[config.mk]
export PLATFORM = sky130hd
export DESIGN_NAME = dual_wiper_i2c
export DESIGN_NICKNAME = d
export VERILOG_FILES = /design/src/rtl/dwp_pkg.sv /design/src/rtl/dwp_line_watch.sv /design/src/rtl/dwp_frame_engine.sv /design/src/rtl/dwp_wiper_bank.sv /design/src/rtl/dual_wiper_i2c.sv
export SDC_FILE = /design/constraint.sdc
export NUM_CORES = 1
export LEC_CHECK = 0
export BUFFER_PORTS_ARGS = -buffer_cell sky130_fd_sc_hd__buf_2
export CORE_MARGIN = 1
export CORE_UTILIZATION = 53
export CTS_BUF_LIST = sky130_fd_sc_hd__clkbuf_8 sky130_fd_sc_hd__clkbuf_16
export DETAILED_ROUTE_END_ITERATION = 12
export GPL_ROUTABILITY_DRIVEN = 1
export HOLD_SLACK_MARGIN = 0.15
export PLACE_DENSITY = 0.76
export SYNTH_ARGS = -nofsm -noshare
export SYNTH_HDL_FRONTEND = slang
export SYNTH_SLANG_ARGS = --single-unit
[constraint.sdc]
create_clock -name clk -period 1.6 [get_ports clk]
set_input_delay 0.16 -clock clk [delete_from_list [all_inputs] [get_ports clk]]
set_output_delay 0.16 -clock clk [all_outputs]
set_load 0.05 [all_outputs]
[src/rtl/dwp_pkg.sv]
package dwp_pkg;
  typedef enum logic [2:0] {
    S_IDLE = 3'd0,
    S_RX   = 3'd1,
    S_ACK  = 3'd2,
    S_TX   = 3'd3,
    S_RACK = 3'd4
  } dwp_state_e;

  typedef enum logic [1:0] {
    K_ADDR  = 2'd0,
    K_INSTR = 2'd1,
    K_DATA  = 2'd2
  } dwp_kind_e;

  // address byte = {7-bit address, r/w}
  function automatic logic dwp_addr_hit(input logic [7:0] rx, input logic [6:0] own);
    return rx[7:1] == own;
  endfunction

  // shutdown forces zero-scale without touching the stored code
  function automatic logic [7:0] dwp_effective(input logic [7:0] stored, input logic off);
    return off ? 8'h00 : stored;
  endfunction
endpackage

[src/rtl/dwp_line_watch.sv]
module dwp_line_watch #(
  parameter int STAGES = 2
) (
  input  logic clk,
  input  logic rst_n,
  input  logic scl_in,
  input  logic sda_in,
  output logic scl_s,
  output logic sda_s,
  output logic scl_rise,
  output logic scl_fall,
  output logic bus_start,
  output logic bus_stop
);
  logic [STAGES-1:0] scl_pipe, sda_pipe;
  logic scl_q, sda_q;

  always_ff @(posedge clk or negedge rst_n) begin
    if (!rst_n) begin
      scl_pipe <= '1;
      sda_pipe <= '1;
      scl_q    <= 1'b1;
      sda_q    <= 1'b1;
    end else begin
      scl_pipe <= {scl_pipe[STAGES-2:0], scl_in};
      sda_pipe <= {sda_pipe[STAGES-2:0], sda_in};
      scl_q    <= scl_pipe[STAGES-1];
      sda_q    <= sda_pipe[STAGES-1];
    end
  end

  assign scl_s     = scl_pipe[STAGES-1];
  assign sda_s     = sda_pipe[STAGES-1];
  assign scl_rise  = scl_s & ~scl_q;
  assign scl_fall  = ~scl_s & scl_q;
  assign bus_start = scl_s & scl_q & sda_q & ~sda_s;
  assign bus_stop  = scl_s & scl_q & ~sda_q & sda_s;
endmodule

[src/rtl/dwp_frame_engine.sv]
module dwp_frame_engine
  import dwp_pkg::*;
#(
  parameter int              HI_W    = 5,
  parameter int              PIN_W   = 2,
  parameter logic [HI_W-1:0] ADDR_HI = 5'b01011
) (
  input  logic             clk,
  input  logic             rst_n,
  input  logic             scl_rise,
  input  logic             scl_fall,
  input  logic             sda_s,
  input  logic             bus_start,
  input  logic             bus_stop,
  input  logic [PIN_W-1:0] addr_pin,
  input  logic [7:0]       rd_byte,
  output logic             sda_pull,
  output logic             ev_addr_hit,
  output logic             ev_instr,
  output logic             ev_wr,
  output logic [7:0]       byte_out,
  output logic             is_read,
  output dwp_state_e       state
);
  localparam int ADDR_W = HI_W + PIN_W;
  localparam int CNT_W  = 4;
  localparam logic [CNT_W-1:0] LAST_BIT = CNT_W'(8);

  dwp_kind_e        kind;
  logic [CNT_W-1:0] cnt;
  logic [7:0]       shreg;
  logic             nack;
  logic             byte_done;
  logic [ADDR_W-1:0] own_addr;

  assign own_addr    = {ADDR_HI, addr_pin};
  assign byte_done   = (state == S_RX) && scl_fall && (cnt == LAST_BIT);
  assign ev_addr_hit = byte_done && (kind == K_ADDR) && dwp_addr_hit(shreg, own_addr);
  assign ev_instr    = byte_done && (kind == K_INSTR);
  assign ev_wr       = byte_done && (kind == K_DATA);
  assign byte_out    = shreg;
  assign sda_pull    = (state == S_ACK) || ((state == S_TX) && !shreg[7]);

  always_ff @(posedge clk or negedge rst_n) begin
    if (!rst_n) begin
      state   <= S_IDLE;
      kind    <= K_ADDR;
      cnt     <= '0;
      shreg   <= '0;
      nack    <= 1'b0;
      is_read <= 1'b0;
    end else if (bus_start) begin
      state   <= S_RX;
      kind    <= K_ADDR;
      cnt     <= '0;
      is_read <= 1'b0;
    end else if (bus_stop) begin
      state <= S_IDLE;
      cnt   <= '0;
    end else begin
      unique case (state)
        S_RX: begin
          if (scl_rise) begin
            shreg <= {shreg[6:0], sda_s};
            cnt   <= cnt + 1'b1;
          end else if (byte_done) begin
            unique case (kind)
              K_ADDR: begin
                if (ev_addr_hit) begin
                  state   <= S_ACK;
                  is_read <= shreg[0];
                  kind    <= K_INSTR;
                end else begin
                  state <= S_IDLE;
                end
              end
              K_INSTR: begin
                state <= S_ACK;
                kind  <= K_DATA;
              end
              default: state <= S_ACK;
            endcase
          end
        end
        S_ACK: begin
          if (scl_fall) begin
            cnt <= '0;
            if (is_read) begin
              state <= S_TX;
              shreg <= rd_byte;
            end else begin
              state <= S_RX;
            end
          end
        end
        S_TX: begin
          if (scl_rise) begin
            cnt <= cnt + 1'b1;
          end else if (scl_fall) begin
            if (cnt == LAST_BIT) state <= S_RACK;
            else shreg <= {shreg[6:0], 1'b1};
          end
        end
        S_RACK: begin
          if (scl_rise) begin
            nack <= sda_s;
          end else if (scl_fall) begin
            if (nack) begin
              state <= S_IDLE;
            end else begin
              state <= S_TX;
              shreg <= rd_byte;
              cnt   <= '0;
            end
          end
        end
        default: ;
      endcase
    end
  end
endmodule

[src/rtl/dwp_wiper_bank.sv]
module dwp_wiper_bank
  import dwp_pkg::*;
#(
  parameter int         W   = 8,
  parameter int         CH  = 2,
  parameter logic [W-1:0] MID = 8'h80
) (
  input  logic                 clk,
  input  logic                 rst_n,
  input  logic                 ev_instr,
  input  logic                 ev_wr,
  input  logic [7:0]           byte_in,
  output logic [CH-1:0][W-1:0] stored,
  output logic [CH-1:0][W-1:0] eff,
  output logic                 shdn,
  output logic [7:0]           rd_byte
);
  localparam int SEL_W = $clog2(CH);

  logic [SEL_W-1:0] sel;

  always_ff @(posedge clk or negedge rst_n) begin
    if (!rst_n) begin
      sel  <= '0;
      shdn <= 1'b0;
    end else if (ev_instr) begin
      sel  <= byte_in[7 -: SEL_W];
      shdn <= byte_in[6];
    end
  end

  for (genvar c = 0; c < CH; c++) begin : g_ch
    always_ff @(posedge clk or negedge rst_n) begin
      if (!rst_n) stored[c] <= MID;
      else if (ev_wr && (sel == SEL_W'(c))) stored[c] <= byte_in[W-1:0];
    end
    assign eff[c] = dwp_effective(stored[c], shdn);
  end

  assign rd_byte = stored[sel];
endmodule

[src/rtl/dual_wiper_i2c.sv]
module dual_wiper_i2c #(
  parameter logic [4:0] ADDR_HI = 5'b01011,
  parameter int         SYNC    = 2
) (
  input  logic       clk,
  input  logic       rst_n,
  input  logic       scl_in,
  input  logic       sda_in,
  input  logic [1:0] addr_pin,
  output logic       sda_pull,
  output logic [7:0] wiper_a,
  output logic [7:0] wiper_b,
  output logic       shdn_a,
  output logic       shdn_b
);
  import dwp_pkg::*;

  logic scl_s, sda_s, scl_rise, scl_fall, ev_start, ev_stop;
  logic ev_addr_hit, ev_instr, ev_wr, is_read, shdn;
  logic [7:0] byte_bus, rd_byte;
  logic [1:0][7:0] stored, eff;
  dwp_state_e state;

  dwp_line_watch #(.STAGES(SYNC)) u_watch (
    .clk(clk), .rst_n(rst_n), .scl_in(scl_in), .sda_in(sda_in),
    .scl_s(scl_s), .sda_s(sda_s), .scl_rise(scl_rise), .scl_fall(scl_fall),
    .bus_start(ev_start), .bus_stop(ev_stop)
  );

  dwp_frame_engine #(.HI_W(5), .PIN_W(2), .ADDR_HI(ADDR_HI)) u_eng (
    .clk(clk), .rst_n(rst_n), .scl_rise(scl_rise), .scl_fall(scl_fall),
    .sda_s(sda_s), .bus_start(ev_start), .bus_stop(ev_stop),
    .addr_pin(addr_pin), .rd_byte(rd_byte), .sda_pull(sda_pull),
    .ev_addr_hit(ev_addr_hit), .ev_instr(ev_instr), .ev_wr(ev_wr),
    .byte_out(byte_bus), .is_read(is_read), .state(state)
  );

  dwp_wiper_bank #(.W(8), .CH(2), .MID(8'h80)) u_bank (
    .clk(clk), .rst_n(rst_n), .ev_instr(ev_instr), .ev_wr(ev_wr),
    .byte_in(byte_bus), .stored(stored), .eff(eff), .shdn(shdn),
    .rd_byte(rd_byte)
  );

  assign wiper_a = eff[0];
  assign wiper_b = eff[1];
  assign shdn_a  = shdn;
  assign shdn_b  = shdn;
endmodule

# After elaboration in Yosys (flattened, before gate mapping)
# Index checks and enable logic that the tools add are counted.
[word_totals]
wordCells = 138
inputBits = 6
out_inout_bits = 19
reg_bits = 43
[classes]
n_reduce_logical = 27
eq_ne = 30
bitwise_logic = 14
muxes = 51
add_sub_neg = 1
magnitude_cmp = 1
[ops]
columns = ["op", "n"]
rows = [
  ["8-bit two-way mux", 13],
  ["8-bit one-hot mux with 4 select lines", 1],
  ["3-bit two-way mux", 10],
  ["4-bit two-way mux", 7],
  ["2-bit two-way mux", 10],
  ["4-bit by 3-bit inequality test with 1-bit output (second input constant)", 5],
  ["6-bit AND reduction", 3],
  ["4-bit inequality test (second input constant)", 4],
  ["2-bit inequality test (second input constant)", 6],
  ["3-bit one-hot mux with 4 select lines", 1],
  ["4-bit one-hot mux with 3 select lines", 1],
  ["12-bit AND reduction", 1],
  ["2-bit by 1-bit inequality test with 1-bit output (second input constant)", 5],
  ["1-bit logical AND", 9],
  ["9-bit AND reduction", 1],
  ["2-bit nonzero test", 4],
  ["1-bit AND", 7],
  ["7-bit by 6-bit == test with 1-bit output", 1],
  ["1-bit two-way mux", 7],
  ["1-bit inverter", 7],
  ["3-bit by 2-bit == test with 1-bit output (second input constant)", 2],
  ["6-bit nonzero test", 1],
  ["5-bit nonzero test", 1],
  ["4-bit by 1-bit adder with 4-bit output (second input constant)", 1],
  ["other kinds (16)", 16],
]

# Logic depth before layout (Yosys ltp)
[depth]
ltp_word = 13
mapped_depth = 7

# By module
# A second synthesis with hierarchy kept.
[unflattened]
hier_cells = 205
area_unflattened_um2 = 2387.3
[by_module_without_submodules]
columns = ["mod", "n_inst", "area_each_um2", "cells_per_inst"]
rows = [
  ["dwp_frame_engine", 1, 1315.0, 129],
  ["dwp_wiper_bank", 1, 874.6, 65],
  ["dwp_line_watch", 1, 190.2, 10],
  ["dual_wiper_i2c", 1, 7.5, 1],
]

# Worst setup path after synthesis
# OpenSTA, ideal clock, no wires.
[synth_path]
kind = "register to register"
start = "register u_eng.state[1]"
end = "register u_eng.shreg[1], in the netlist u_eng.byte_out[1]"
required_ns = 1.475
setup_slack_ns = -0.204
arrival_time_ns = 1.679
n_path_buf = 1
path_stages_with_launch = 6
period_less_slack_ns = 1.804
cell_sequence = "dfrtp_1 buf_2 nand2b_1 a21oi_2 mux2_2 mux2_4"
[synth_between]
elab_chain_len = 3
word_cells_on_any_way = 16
classes_between = "eq/ne: 13; mux: 1; reduce/logical: 2"
[synth_rtl]
columns = ["item", "line", "text"]
rows = [
  ["from (decl)", "dwp_frame_engine.sv:23", "output dwp_state_e state"],
  ["from (signal assigned)", "dwp_frame_engine.sv:46", "state <= S_IDLE;"],
  ["from (signal assigned)", "dwp_frame_engine.sv:53", "state <= S_RX;"],
  ["from (signal assigned)", "dwp_frame_engine.sv:58", "state <= S_IDLE;"],
  ["3-bit by 2-bit == test with 1-bit output, or another cell as far along", "dwp_frame_engine.sv:61", "unique case (state)"],
  ["2-bit by 1-bit inequality test with 1-bit output (no source line), or another cell as far along", "--", ""],
  ["12-bit AND reduction (no source line)", "--", ""],
  ["to (signal assigned)", "dwp_frame_engine.sv:64", "shreg <= {shreg[6:0], sda_s};"],
  ["to (signal assigned)", "dwp_frame_engine.sv:90", "shreg <= rd_byte;"],
  ["to (signal assigned)", "dwp_frame_engine.sv:101", "else shreg <= {shreg[6:0], 1'b1};"],
  ["to (decl)", "dwp_frame_engine.sv:31", "logic [7:0] shreg;"],
]
# Several ways; a longest one is shown, not always the timed one.
# A chain may end at the register's enable or synchronous reset.

# Final worst setup path
[layout_path]
start = "register u_eng.cnt[1]"
end = "register u_bank.stored[2] (netlist name)"
[layout_between]
elab_chain_len = 4
[layout_rtl]
columns = ["item", "line", "text"]
rows = [
  ["from (decl)", "dwp_frame_engine.sv:30", "logic [CNT_W-1:0] cnt;"],
  ["from (signal assigned)", "dwp_frame_engine.sv:65", "cnt <= cnt + 1'b1;"],
  ["from (signal assigned)", "dwp_frame_engine.sv:98", "cnt <= cnt + 1'b1;"],
  ["4-bit == test", "dwp_frame_engine.sv:37", "assign byte_done = (state == S_RX) && scl_fall && (cnt == LAST_BIT);"],
  ["1-bit logical AND", "dwp_frame_engine.sv:37", ""],
  ["1-bit logical AND", "dwp_frame_engine.sv:40", "assign ev_wr = byte_done && (kind == K_DATA);"],
  ["1-bit logical AND", "dwp_wiper_bank.sv:35", "else if (ev_wr && (sel == SEL_W'(c))) stored[c] <= byte_in[W-1:0];"],
  ["to (signal, indexed assignment)", "dwp_wiper_bank.sv:35", ""],
  ["to (decl)", "dwp_wiper_bank.sv:13", "output logic [CH-1:0][W-1:0] stored,"],
]
# No other way between the ends.

==> impl_metrics.ini <==
[run_status]
status = finished, violations left
violations = negative setup slack

[sta]
max_freq_mhz = 507
finalWorstSetupSlack_ns = -0.371
drv_slew = 0
relSlewSlack_pct = 67.8
worst_slew_pin_slew_ns = 0.482
finClkSkew_ns = 0.0122
setup_violations = 35
period_needed_ns = 1.97
fin_crit_sh_pct = 123
hold_viol = 0
rsz0062_at_grt = yes

[grt]
first_global_vias = 2050
grt_first_pass_wirelength_um = 10500
grt_overflow = 0
grt_usage_pct = 27.9
antenna_found_initial = 0
grt_start_max_net_pins = 22

[worst_hold_path]
min_path_type = in2async

[cells_and_area]
final_common_cell = buf_4
fin_util_pct = 82.7
seq_area_mm2 = 0.00109
layout_common_cells = buf_4, dfrtp_1, buf_2
diodes = 0
drive_above_1_share_pct = 65.0
final_nets = 307
synthToLayoutAreaGrowth_pct = 48.8
multi_input_area_mm2 = 0.00157
fill_cells = 224

[critical_path]
end_kind = flip-flop
crit_buf_inv = 2
startpoint_type = flip-flop
crit_path_max_incr_delay_ns = 0.39
cp_cell_sequence = inv_2, ha_4, nand3b_1, nor3_4, and4bb_2, buf_6, mux2_4
critPathTopFamily = simple AND/OR/NAND/NOR gates
arrival_ns = 2.17
crit_path_max_fanout = 5
worstSetupPathType = reg2reg
critical-path-slowest-cell = dfrtp_1
worstPathRequired_ns = 1.80

[cts]
cts-buffers-inserted = 5
clk_path_buf_depth = 2
cts-htree-levels = 2
clkSinkCount = 43
cts_tree = done
cts.clk_slew.worst_paths_ns = 0.09
root_buffer = clkbuf_8
worstSkewPairLatency_ns = 0.31

[power_and_ir_drop]
p_leak_nw = 1.81
swShare_pct = 36.3
p_per_area_mw_per_mm2 = 1090
p_seq_share_pct = 34.5
internal_power_w = 0.00251
peakVddDrop_mv = 0.800
clkPwrFrac_pct = 17.8
p_sw_w = 0.00143
pwr-share-comb_pct = 47.8

[synthesis]
async_flop_share_pct = 100
yosysUniqueCellTypes = 58
syn_nets = 210
yosysSeqAreaShare_pct = 44.6
synth_edf_count = 0
synthCells = 202
ys.flop_type = dfrtp_1
syn_area_per_cell_um2 = 12.1
ys_ff_latch = 43
synth_warnings = 0
syn-cell-area_mm2 = 0.00244

[placement]
dpl.hpwl_um = 4000
pre_cts_slack_ns = -0.341
port_buffers = 24
place_congestion = 0.890

[floorplan]
die-area_mm2 = 0.00487
die_w_um = 69.8
core_area_mm2 = 0.00438
start_util_pct = 55.6
num_rows = 24
die_h_um = 69.8
num_io_pins = 25

[detailed_routing]
route.detailed.drc = 0
routed_wl_um = 7260
ant_nets = 0
drt_pre_antenna_iters = 5
vias = 2101
drtIter0Drc = 216
routed_via_density = 5.97
avgRoutedWirePerCell_um = 20.6

[job]
max_cap_viol_count = 0
==> layout make-up <==
class,count,share of cell area (%)
well taps,52,1.79
multi-input cells,145,43.4
flip-flops and latches,43,30.1
inverters,5,0.517
repair buffers,99,21.9
clock inverters,3,0.448
clock buffers,5,1.90
==> power groups by stage <==
stage | clock network [W] | registers, W | logic (W)
finish | 0.000700 | 0.00136 | 0.00188
detailed placement | 0 | 0.00135 | 0.00134
global placement | 0 | 0.00135 | 0.00132
global route | 0.000762 | 0.00137 | 0.00199
CTS | 0.000688 | 0.00133 | 0.00165
floorplan | 0 | 0.00135 | 0.000839
==> logic make-up (layout without fill, tap and decap cells) <==
group                      after synthesis  after routing  synth area share, %
adders and majority gates                2              2                 1.03
buffers and inverters                   14            112                 2.82
and+or+nand+nor                         58             58                 17.1
muxes                                   46             46                 21.7
DFF                                     43             43                 44.6
AOI/OAI and AO/OA                       35             35                 11.3
xor gates and xnor gates                 4              4                 1.44
==> synthesized netlist by cell type (2+ instances only) <==
cell | n | share of area, %
a211oi_1 | 4 | 1.2
a21o_1 | 2 | 0.62
a21oi_1 | 8 | 1.6
a22o_1 | 2 | 0.72
and2_1 | 3 | 0.77
buf_2 | 4 | 0.82
clkbuf_1 | 3 | 0.46
dfrtp_1 | 35 | 36
dfstp_2 | 8 | 8.6
ha_1 | 2 | 1.0
inv_1 | 4 | 0.62
mux2_1 | 8 | 3.7
mux2_2 | 22 | 10
mux2_4 | 6 | 3.7
mux2i_1 | 10 | 4.1
nand2_1 | 6 | 0.92
nand2b_1 | 4 | 1.0
nand3_1 | 2 | 0.41
nor2_1 | 3 | 0.46
nor2b_1 | 21 | 5.4
nor3_1 | 2 | 0.41
o21ai_0 | 3 | 0.62
o32ai_1 | 2 | 0.72
or3b_1 | 2 | 0.72
xor2_1 | 3 | 1.1
==> layer usage <==
metal | part of all wire, % | GRT usage (%) | vias to the layer above
met5 | 0 | 0 | -
met4 | 3.3 | 10.0 | 0
met3 | 6.0 | 4.22 | 25
met2 | 49 | 46.8 | 91
met1 | 42 | 36.7 | 1061
li1 | - | - | 924
==> per-stage QoR <==
| step | total power [W] | TNS, ns | hold WS [ns] | instance area (um2) | instances |
|---|---|---|---|---|---|
| final | 0.00394 | -9.75 | 0.334 | 3630 | 352 |
| after global routing | 0.00412 | -11.34 | 0.367 | 3630 | 352 |
| after CTS | 0.00368 | -6.68 | 0.344 | 3430 | 348 |
| after detailed placement | 0.00270 | -7.98 | 0.131 | 3060 | 325 |
| after global placement | 0.00266 | -5.60 | 0.130 | 3060 | 325 |
| after floorplan | 0.00219 | -3.98 | -0.136 | 2500 | 202 |
==> registers in the layout, summed over array words and instances (netlist names) <==
signal,flops
u_eng.state,3
u_eng.nack,1
u_watch.scl_pipe,2
u_bank.stored,16
u_watch.sda_q,1
u_watch.scl_q,1
u_bank.sel,1
u_eng.cnt,4
u_eng.byte_out,8
u_eng.is_read,1
u_bank.shdn,1
u_eng.kind,2
u_watch.sda_pipe,2
==> final timing paths <==
kind | start | endpoint | slack [ns] | depth (start not counted)
max in group asynchronous | rst_n | u_watch.scl_pipe[0] | 0.69 | 3
min in group clk | u_watch.sda_pipe[0] | u_watch.sda_pipe[1] | 0.36 | 0
max reg2reg | u_eng.cnt[1] | u_bank.stored[2] | -0.37 | 7
min reg2reg | u_watch.sda_pipe[0] | u_watch.sda_pipe[1] | 0.36 | 0
min | rst_n | u_bank.sel | 0.33 | 2
max | u_eng.cnt[1] | u_bank.stored[2] | -0.37 | 7
==> timing repair <==
action	CTS	global route
setup endpoints to repair	35	53
hold endpoints to repair	28	0
pin swaps	9	15
buffers inserted	13	8
resized for setup	36	35
hold buffers	3	0
Power figures use the tool's default switching activity.
